## src/rtl/claPkg.sv

```systemverilog
package claPkg;
  localparam int unsigned DEF_WIDTH   = 16;
  localparam int unsigned DEF_GROUP_W = 4;

  typedef struct packed {
    logic prop;
    logic gen;
  } pgPair_t;
endpackage

```

## src/rtl/claLookahead.sv

```systemverilog
// Flattened lookahead unit: every carry is a single sum of products of the
// generate/propagate terms and the incoming carry. Used at both levels.
module claLookahead #(
  parameter int unsigned N = 4
) (
  input  logic [N-1:0] genIn,
  input  logic [N-1:0] propIn,
  input  logic         carryIn,
  output logic [N:1]   carryOut,
  output logic         grpProp,
  output logic         grpGen
);
  logic [N:1] carryV;
  logic       genAcc;

  always_comb begin
    for (int k = 1; k <= N; k++) begin
      logic acc;
      logic prod;
      acc = 1'b0;
      for (int j = 0; j < k; j++) begin
        prod = genIn[j];
        for (int m = j + 1; m < k; m++) prod = prod & propIn[m];
        acc = acc | prod;
      end
      prod = carryIn;
      for (int m = 0; m < k; m++) prod = prod & propIn[m];
      carryV[k] = acc | prod;
    end
  end

  always_comb begin
    genAcc = 1'b0;
    for (int j = 0; j < N; j++) begin
      logic prod;
      prod = genIn[j];
      for (int m = j + 1; m < N; m++) prod = prod & propIn[m];
      genAcc = genAcc | prod;
    end
  end

  assign carryOut = carryV;
  assign grpProp  = &propIn;
  assign grpGen   = genAcc;

  // all propagating and none generating means carry passes straight through
  always_comb begin
    if ((&propIn) && (genIn == '0))
      assert_pass_through_R8: assert (carryV[N] == carryIn);
  end
endmodule

```

## src/rtl/claGroup.sv

```systemverilog
module claGroup #(
  parameter int unsigned GROUP_W = claPkg::DEF_GROUP_W
) (
  input  logic [GROUP_W-1:0] bitsA,
  input  logic [GROUP_W-1:0] bitsB,
  input  logic               groupCin,
  output logic [GROUP_W-1:0] groupSum,
  output claPkg::pgPair_t    groupPg,
  output logic               localCout
);
  logic [GROUP_W-1:0] bitGen;
  logic [GROUP_W-1:0] bitProp;
  logic [GROUP_W:0]   bitCarry;
  logic [GROUP_W:1]   laCarry;
  logic               pgProp;
  logic               pgGen;

  assign bitGen  = bitsA & bitsB;
  assign bitProp = bitsA | bitsB;

  claLookahead #(.N(GROUP_W)) la_i (
    .genIn   (bitGen),
    .propIn  (bitProp),
    .carryIn (groupCin),
    .carryOut(laCarry),
    .grpProp (pgProp),
    .grpGen  (pgGen)
  );

  assign bitCarry = {laCarry, groupCin};

  genvar i;
  generate
    for (i = 0; i < GROUP_W; i++) begin : g_sum
      assign groupSum[i] = bitsA[i] ^ bitsB[i] ^ bitCarry[i];
    end
  endgenerate

  assign groupPg.prop = pgProp;
  assign groupPg.gen  = pgGen;
  assign localCout    = laCarry[GROUP_W];

  // a generating bit always produces a carry into the next position
  always_comb begin
    for (int i2 = 0; i2 < GROUP_W; i2++)
      if (bitsA[i2] && bitsB[i2])
        assert_bit_generate_R3: assert (bitCarry[i2+1]);
  end

  // slice carry-out agrees with the slice summary terms
  always_comb begin
    assert_slice_summary_R5: assert (localCout == (pgGen | (pgProp & groupCin)));
  end
endmodule

```

## src/rtl/carryLookaheadAdder.sv

```systemverilog
module carryLookaheadAdder #(
  parameter int unsigned WIDTH   = claPkg::DEF_WIDTH,
  parameter int unsigned GROUP_W = claPkg::DEF_GROUP_W
) (
  input  logic [WIDTH-1:0] opA,
  input  logic [WIDTH-1:0] opB,
  input  logic             carryIn,
  output logic [WIDTH-1:0] sumOut,
  output logic             carryOut
);
  localparam int unsigned NUM_GROUPS = WIDTH / GROUP_W;

  claPkg::pgPair_t          groupPg [NUM_GROUPS];
  logic [NUM_GROUPS-1:0]    groupGen;
  logic [NUM_GROUPS-1:0]    groupProp;
  logic [NUM_GROUPS-1:0]    groupLocalCout;
  logic [NUM_GROUPS:1]      topCarry;
  logic [NUM_GROUPS-1:0]    groupCin;
  logic                     topProp;
  logic                     topGen;

  genvar g;
  generate
    for (g = 0; g < NUM_GROUPS; g++) begin : g_grp
      if (g == 0) begin : g_first
        assign groupCin[g] = carryIn;
      end else begin : g_rest
        assign groupCin[g] = topCarry[g];
      end

      claGroup #(.GROUP_W(GROUP_W)) grp_i (
        .bitsA    (opA[g*GROUP_W +: GROUP_W]),
        .bitsB    (opB[g*GROUP_W +: GROUP_W]),
        .groupCin (groupCin[g]),
        .groupSum (sumOut[g*GROUP_W +: GROUP_W]),
        .groupPg  (groupPg[g]),
        .localCout(groupLocalCout[g])
      );

      assign groupGen[g]  = groupPg[g].gen;
      assign groupProp[g] = groupPg[g].prop;
    end
  endgenerate

  claLookahead #(.N(NUM_GROUPS)) top_la_i (
    .genIn   (groupGen),
    .propIn  (groupProp),
    .carryIn (carryIn),
    .carryOut(topCarry),
    .grpProp (topProp),
    .grpGen  (topGen)
  );

  assign carryOut = topCarry[NUM_GROUPS];

  // second-level carries match each slice's own carry-out
  always_comb begin
    for (int k = 0; k < NUM_GROUPS; k++)
      assert_level_agree_R7: assert (topCarry[k+1] == groupLocalCout[k]);
  end

  // outputs match unsigned addition
  always_comb begin
    assert_sum_value_R1: assert ({carryOut, sumOut} ==
      ({1'b0, opA} + {1'b0, opB} + {{WIDTH{1'b0}}, carryIn}));
    assert_top_summary_R2: assert (carryOut == (topGen | (topProp & carryIn)));
  end
endmodule

```

## config.mk

```make
export PLATFORM = sky130hd
export DESIGN_NAME = carryLookaheadAdder
export DESIGN_NICKNAME = d
export VERILOG_FILES = /design/src/rtl/claPkg.sv /design/src/rtl/claLookahead.sv /design/src/rtl/claGroup.sv /design/src/rtl/carryLookaheadAdder.sv
export SDC_FILE = /design/constraint.sdc
export NUM_CORES = 1
export LEC_CHECK = 0
export BUFFER_PORTS_ARGS = -buffer_cell sky130_fd_sc_hd__buf_2
export CORE_UTILIZATION = 54
export DETAILED_ROUTE_END_ITERATION = 10
export PLACE_DENSITY = 0.9
export SETUP_SLACK_MARGIN = 0.15
export SYNTH_ARGS = -nofsm -noshare
export SYNTH_HDL_FRONTEND = slang
export SYNTH_SLANG_ARGS = --single-unit
```

## constraint.sdc

```tcl
create_clock -name vclk -period 5.6
set_input_delay 0.56 -clock vclk [all_inputs]
set_output_delay 0.56 -clock vclk [all_outputs]
set_load 0.01 [all_outputs]
```

; ---- After elaboration in Yosys (flattened, before gate mapping)
; Cells that the tools add are included.
[classes]
bitwise = 132
reduce_logical = 4
[ops]
columns = operator, n
row1 = bitwise AND 1 bit, 46
row2 = bitwise OR 1 bit, 46
row3 = XOR 1 bit, 32
row4 = bitwise AND 4 bit, 4
row5 = bitwise OR 4 bit, 4
row6 = AND reduction 4 bit, 4
[totals]
reg_bits = 0
input_bits = 33
out_inout_bits = 17

; ---- Logic depth before layout (Yosys ltp)
[logic_depth]
ltp_word = 17
mapped_depth = 9

; ---- Modules after synthesis
; Synthesis repeated with hierarchy kept, for this count alone.
[hier_totals]
cells_unflattened = 154
area_unflattened_um2 = 1081.0
[modules_own_cells]
columns = module, instances, cells_each, area_per_inst_um2, seq_area_each_um2
row1 = claGroup, 4, 26, 195.2, 0.0
row2 = claLookahead, 5, 10, 60.1, 0.0

; ---- Worst setup path after synthesis
; No wires, ideal clock.
[synth_path]
kind = in2out
startpoint = input port opA[5]
endpoint = output port sumOut[13]
arrival_ps = 2157
setup_slack_ps = 2883
path_stages = 9
n_path_buf = 0
cell_sequence = inv_1 -> ha_1 -> inv_1 -> a21oi_1 -> o31ai_1 -> a21o_1 -> a211oi_1 -> fa_1 -> xnor2_1
[synth_via]
elab_chain_cells = 14
[synth_rtl]
columns = item, line
row1 = from (decl), carryLookaheadAdder.sv:5  ; input logic [WIDTH-1:0] opA,
row2 = bitwise OR 4 bit, claGroup.sv:19  ; assign bitProp = bitsA | bitsB;
row3 = bitwise AND 1 bit (3 in a row), claLookahead.sv:37  ; for (int m = j + 1; m < N; m++) prod = prod & propIn[m];
row4 = bitwise OR 1 bit (3 in a row), claLookahead.sv:38  ; genAcc = genAcc | prod;
row5 = bitwise AND 1 bit, claLookahead.sv:23  ; for (int m = j + 1; m < k; m++) prod = prod & propIn[m];
row6 = bitwise OR 1 bit (2 in a row), claLookahead.sv:24  ; acc = acc | prod;
row7 = bitwise OR 1 bit (*), claLookahead.sv:28  ; carryV[k] = acc | prod;
row8 = bitwise AND 1 bit (*), --
row9 = bitwise OR 1 bit (*), claLookahead.sv:28
row10 = XOR 1 bit (*), claGroup.sv:35  ; assign groupSum[i] = bitsA[i] ^ bitsB[i] ^ bitCarry[i];
row11 = to (decl), carryLookaheadAdder.sv:8  ; output logic [WIDTH-1:0] sumOut,
; Mark *: on every way between the ends. The rest lies on a longest branch, timed or not.

; ---- Worst setup path after layout
[layout_path]
startpoint = input port opA[3]
endpoint = output port sumOut[12]
[layout_via]
elab_chain_cells = 11
[layout_rtl]
columns = item, line
row1 = bitwise OR 4 bit, claGroup.sv:19
row2 = bitwise AND 1 bit, claLookahead.sv:37
row3 = bitwise OR 1 bit (3 in a row), claLookahead.sv:38
row4 = bitwise AND 1 bit (2 in a row), claLookahead.sv:23
row5 = bitwise OR 1 bit (2 in a row), claLookahead.sv:24
row6 = bitwise OR 1 bit (*), claLookahead.sv:28
row7 = XOR 1 bit (*), claGroup.sv:35
; Marked as above.

==> run metrics <==
area occupied by multi-input gates=925.9 um2; Die Area=about 2200 um2; Hold Crit Class=in -> out; sw frac=53.17%; Buffers on Ports=50; Core Area=~1800 um2; Psw=roughly 0.000074 W; post-synthesis sequential area ratio=0%; Largest stage delay, worst path=around 0.46 ns; IR drop worst, VDD=about 60 uV; Worst Path Max Fanout=4; area added between synthesis and finish=25.71%; die width=~47 um; RePlAce Congestion=roughly 0.72; top cell type's share of synthesized area=between 30% and 40%; commonest non-fill, non-tap cell in the layout=buf_2; Post-Syn Instances=between 100 and 150; Req. time, crit path=between 5 and 6 ns; Hold Startpoint=opA[15]; status=finished clean; Setup Buffers After CTS=0; wire per inst=10.21 um; Netlist cell types=30; vias per inst=about 5.0; CP Class=in -> out; Place WS=roughly 2.6 ns; final max-slew violation count=0; clock power share=0%; Fin. Hold Viols=0; max frequency=329.5 MHz; CTS resizes=0; final period utilization=between 50 and 60%; setup ws final=2.565 ns; Setup violations, final=0; Synth area leader=ha_1; Synth warnings=0; met3 Use GR=under 10%; GRT met1 Usage=between 10% and 20%; Final min period=between 3 and 4 ns; IO Count=50; diode count=0; largest net degree at the start of global routing=6; Cell Chain, Critical Path=buf_2, inv_1, ha_1, inv_2, a21oi_1, nand2_1, a21o_1, a211oi_1, fa_1, inv_1, buf_2; Syn Nets=around 210; FFs & Latches=0; clock buffers=0; share of post-route cells with drive strength above 1=between 30 and 40%; most frequent cells in the layout=buf_2, inv_1, ha_1, a21oi_1, xnor2_1; Min-Delay Endpoint=carryOut; grt total ovfl=0; leakage=between 0.8 and 0.9 nW; setup TNS=0 ns; cell area power density=about 100 nW/um2; Final ANT Viol Nets=0; Initial Utilization=between 60 and 70%; CP Capture Type=output pin; final wirelength=2196 um; starting DRC count in detailed routing=13; cell internal pwr=around 0.000065 W; Comb pwr share=100.0%; # nets final=around 260; # hold bufs at CTS=0; worst hold margin=approximately 1.5 ns; most crowded layer after global routing=met2; Least-Margin Pin Slew=~0.53 ns; top cells by area, synth=ha_1, inv_1, fa_1; routed vias=around 1100; Fillers=around 150; initial antenna violation count=0; placed cell areas=1376 um2; global-route wire length before repair=between 3000 and 4000 um; Seq. cell area=0 um2; met2 usage=approximately half; Post-Syn Area=approximately 1100 um2; Flop pwr share=0%; row count=15; DRT Pass-1 Iters=4; Detailed Place HPWL=between 2000 and 2500 um; Vert. Die Dim=47.03 um; Residual DRC=0; Post-Syn Area per Cell=a little under 8 um2; Finished Cell Area=between 1000 and 1500 um2; Hold Path Stages=4; Max-Slew Margin vs Limit=64.61%; RSZ-0062 raised after global routing=false; CP max-delay cell=fa_1; crit path launch type=input port; vias in the first global route=roughly 1000; Worst Path Arrival=roughly 2.5 ns; gr usage total=between 20% and 30%; max-cap violation count=0
critical path, delay by kind of cell:
| family | cells | cell delay [ns] |
|---|---|---|
| and+or+nand+nor | 1 | 0.11 |
| adders and majority gates | 2 | 0.67 |
| AOI/OAI and AO/OA | 3 | 0.75 |
| buffers and inverters | 5 | 0.38 |
per-layer routing:
metal | share of wire [%] | routed length (um) | vias up
li1 | - | - | 540
met5 | 0 | 0 | -
met2 | 57 | 1259 | 29
met3 | 4.1 | 90 | 2
met1 | 38 | 830 | 501
met4 | 0.77 | 17 | 0
cell families (layout without fill, tap and decap cells):
| kind of cell | after synthesis | after routing | synth area share, % |
|---|---|---|---|
| buffers and inverters | 45 | 95 | 15.43 |
| adder cells (fa/ha/maj) | 36 | 36 | 43.89 |
| AO/OA/AOI/OAI | 26 | 26 | 17.49 |
| AND/OR/NAND/NOR | 22 | 22 | 14.40 |
| XOR/XNOR | 11 | 11 | 8.800 |
stage by stage:
stage                     util, %  total power [W]  instances
after global routing        75.60        0.0001558        215
final                       75.60        0.0001383        215
after detailed placement    75.60        0.0001389        215
after floorplan                 -       0.00008837        140
after global placement      75.60        0.0001325        215
after CTS                   75.60        0.0001397        215
Yosys cell counts, types with 2 or more instances:
cell	count
nand2_1	3
a211oi_1	4
a21oi_1	7
ha_1	32
o31ai_1	2
a21o_1	2
xnor2_1	7
nor4_4	2
nor2_1	6
inv_1	44
nor2b_1	4
fa_1	4
o21bai_1	3
xor2_1	4
layout make-up:
| class | count | area share [%] |
|---|---|---|
| Tap cell | 25 | 2.273 |
| Timing Repair Buffer | 50 | 18.18 |
| Multi-Input combinational cell | 95 | 67.27 |
| Inverter | 45 | 12.27 |
how the worst max path moves through the flow:
| stage | startpoint | end | slack (ns) | cells past startpoint |
|---|---|---|---|---|
| finish | opA[3] | sumOut[12] | 2.57 | 11 |
| global route | opA[3] | sumOut[12] | 2.32 | 11 |
| CTS | opA[3] | sumOut[12] | 2.56 | 11 |
| detailed placement | opA[3] | sumOut[12] | 2.57 | 11 |
| global placement | opA[3] | sumOut[12] | 2.60 | 11 |
| floorplan | opA[5] | sumOut[13] | 2.88 | 9 |
power by group through the flow:
| stage | registers [W] | clock network, W | logic, W |
|---|---|---|---|
| 2_1_floorplan | 0 | 0 | 0.0000884 |
| 3_3_place_gp | 0 | 0 | 0.000133 |
| 3_5_place_dp | 0 | 0 | 0.000139 |
| 4_1_cts | 0 | 0 | 0.000140 |
| 5_1_grt | 0 | 0 | 0.000156 |
| 6_report | 0 | 0 | 0.000138 |
(Power assumes the default switching activity.)
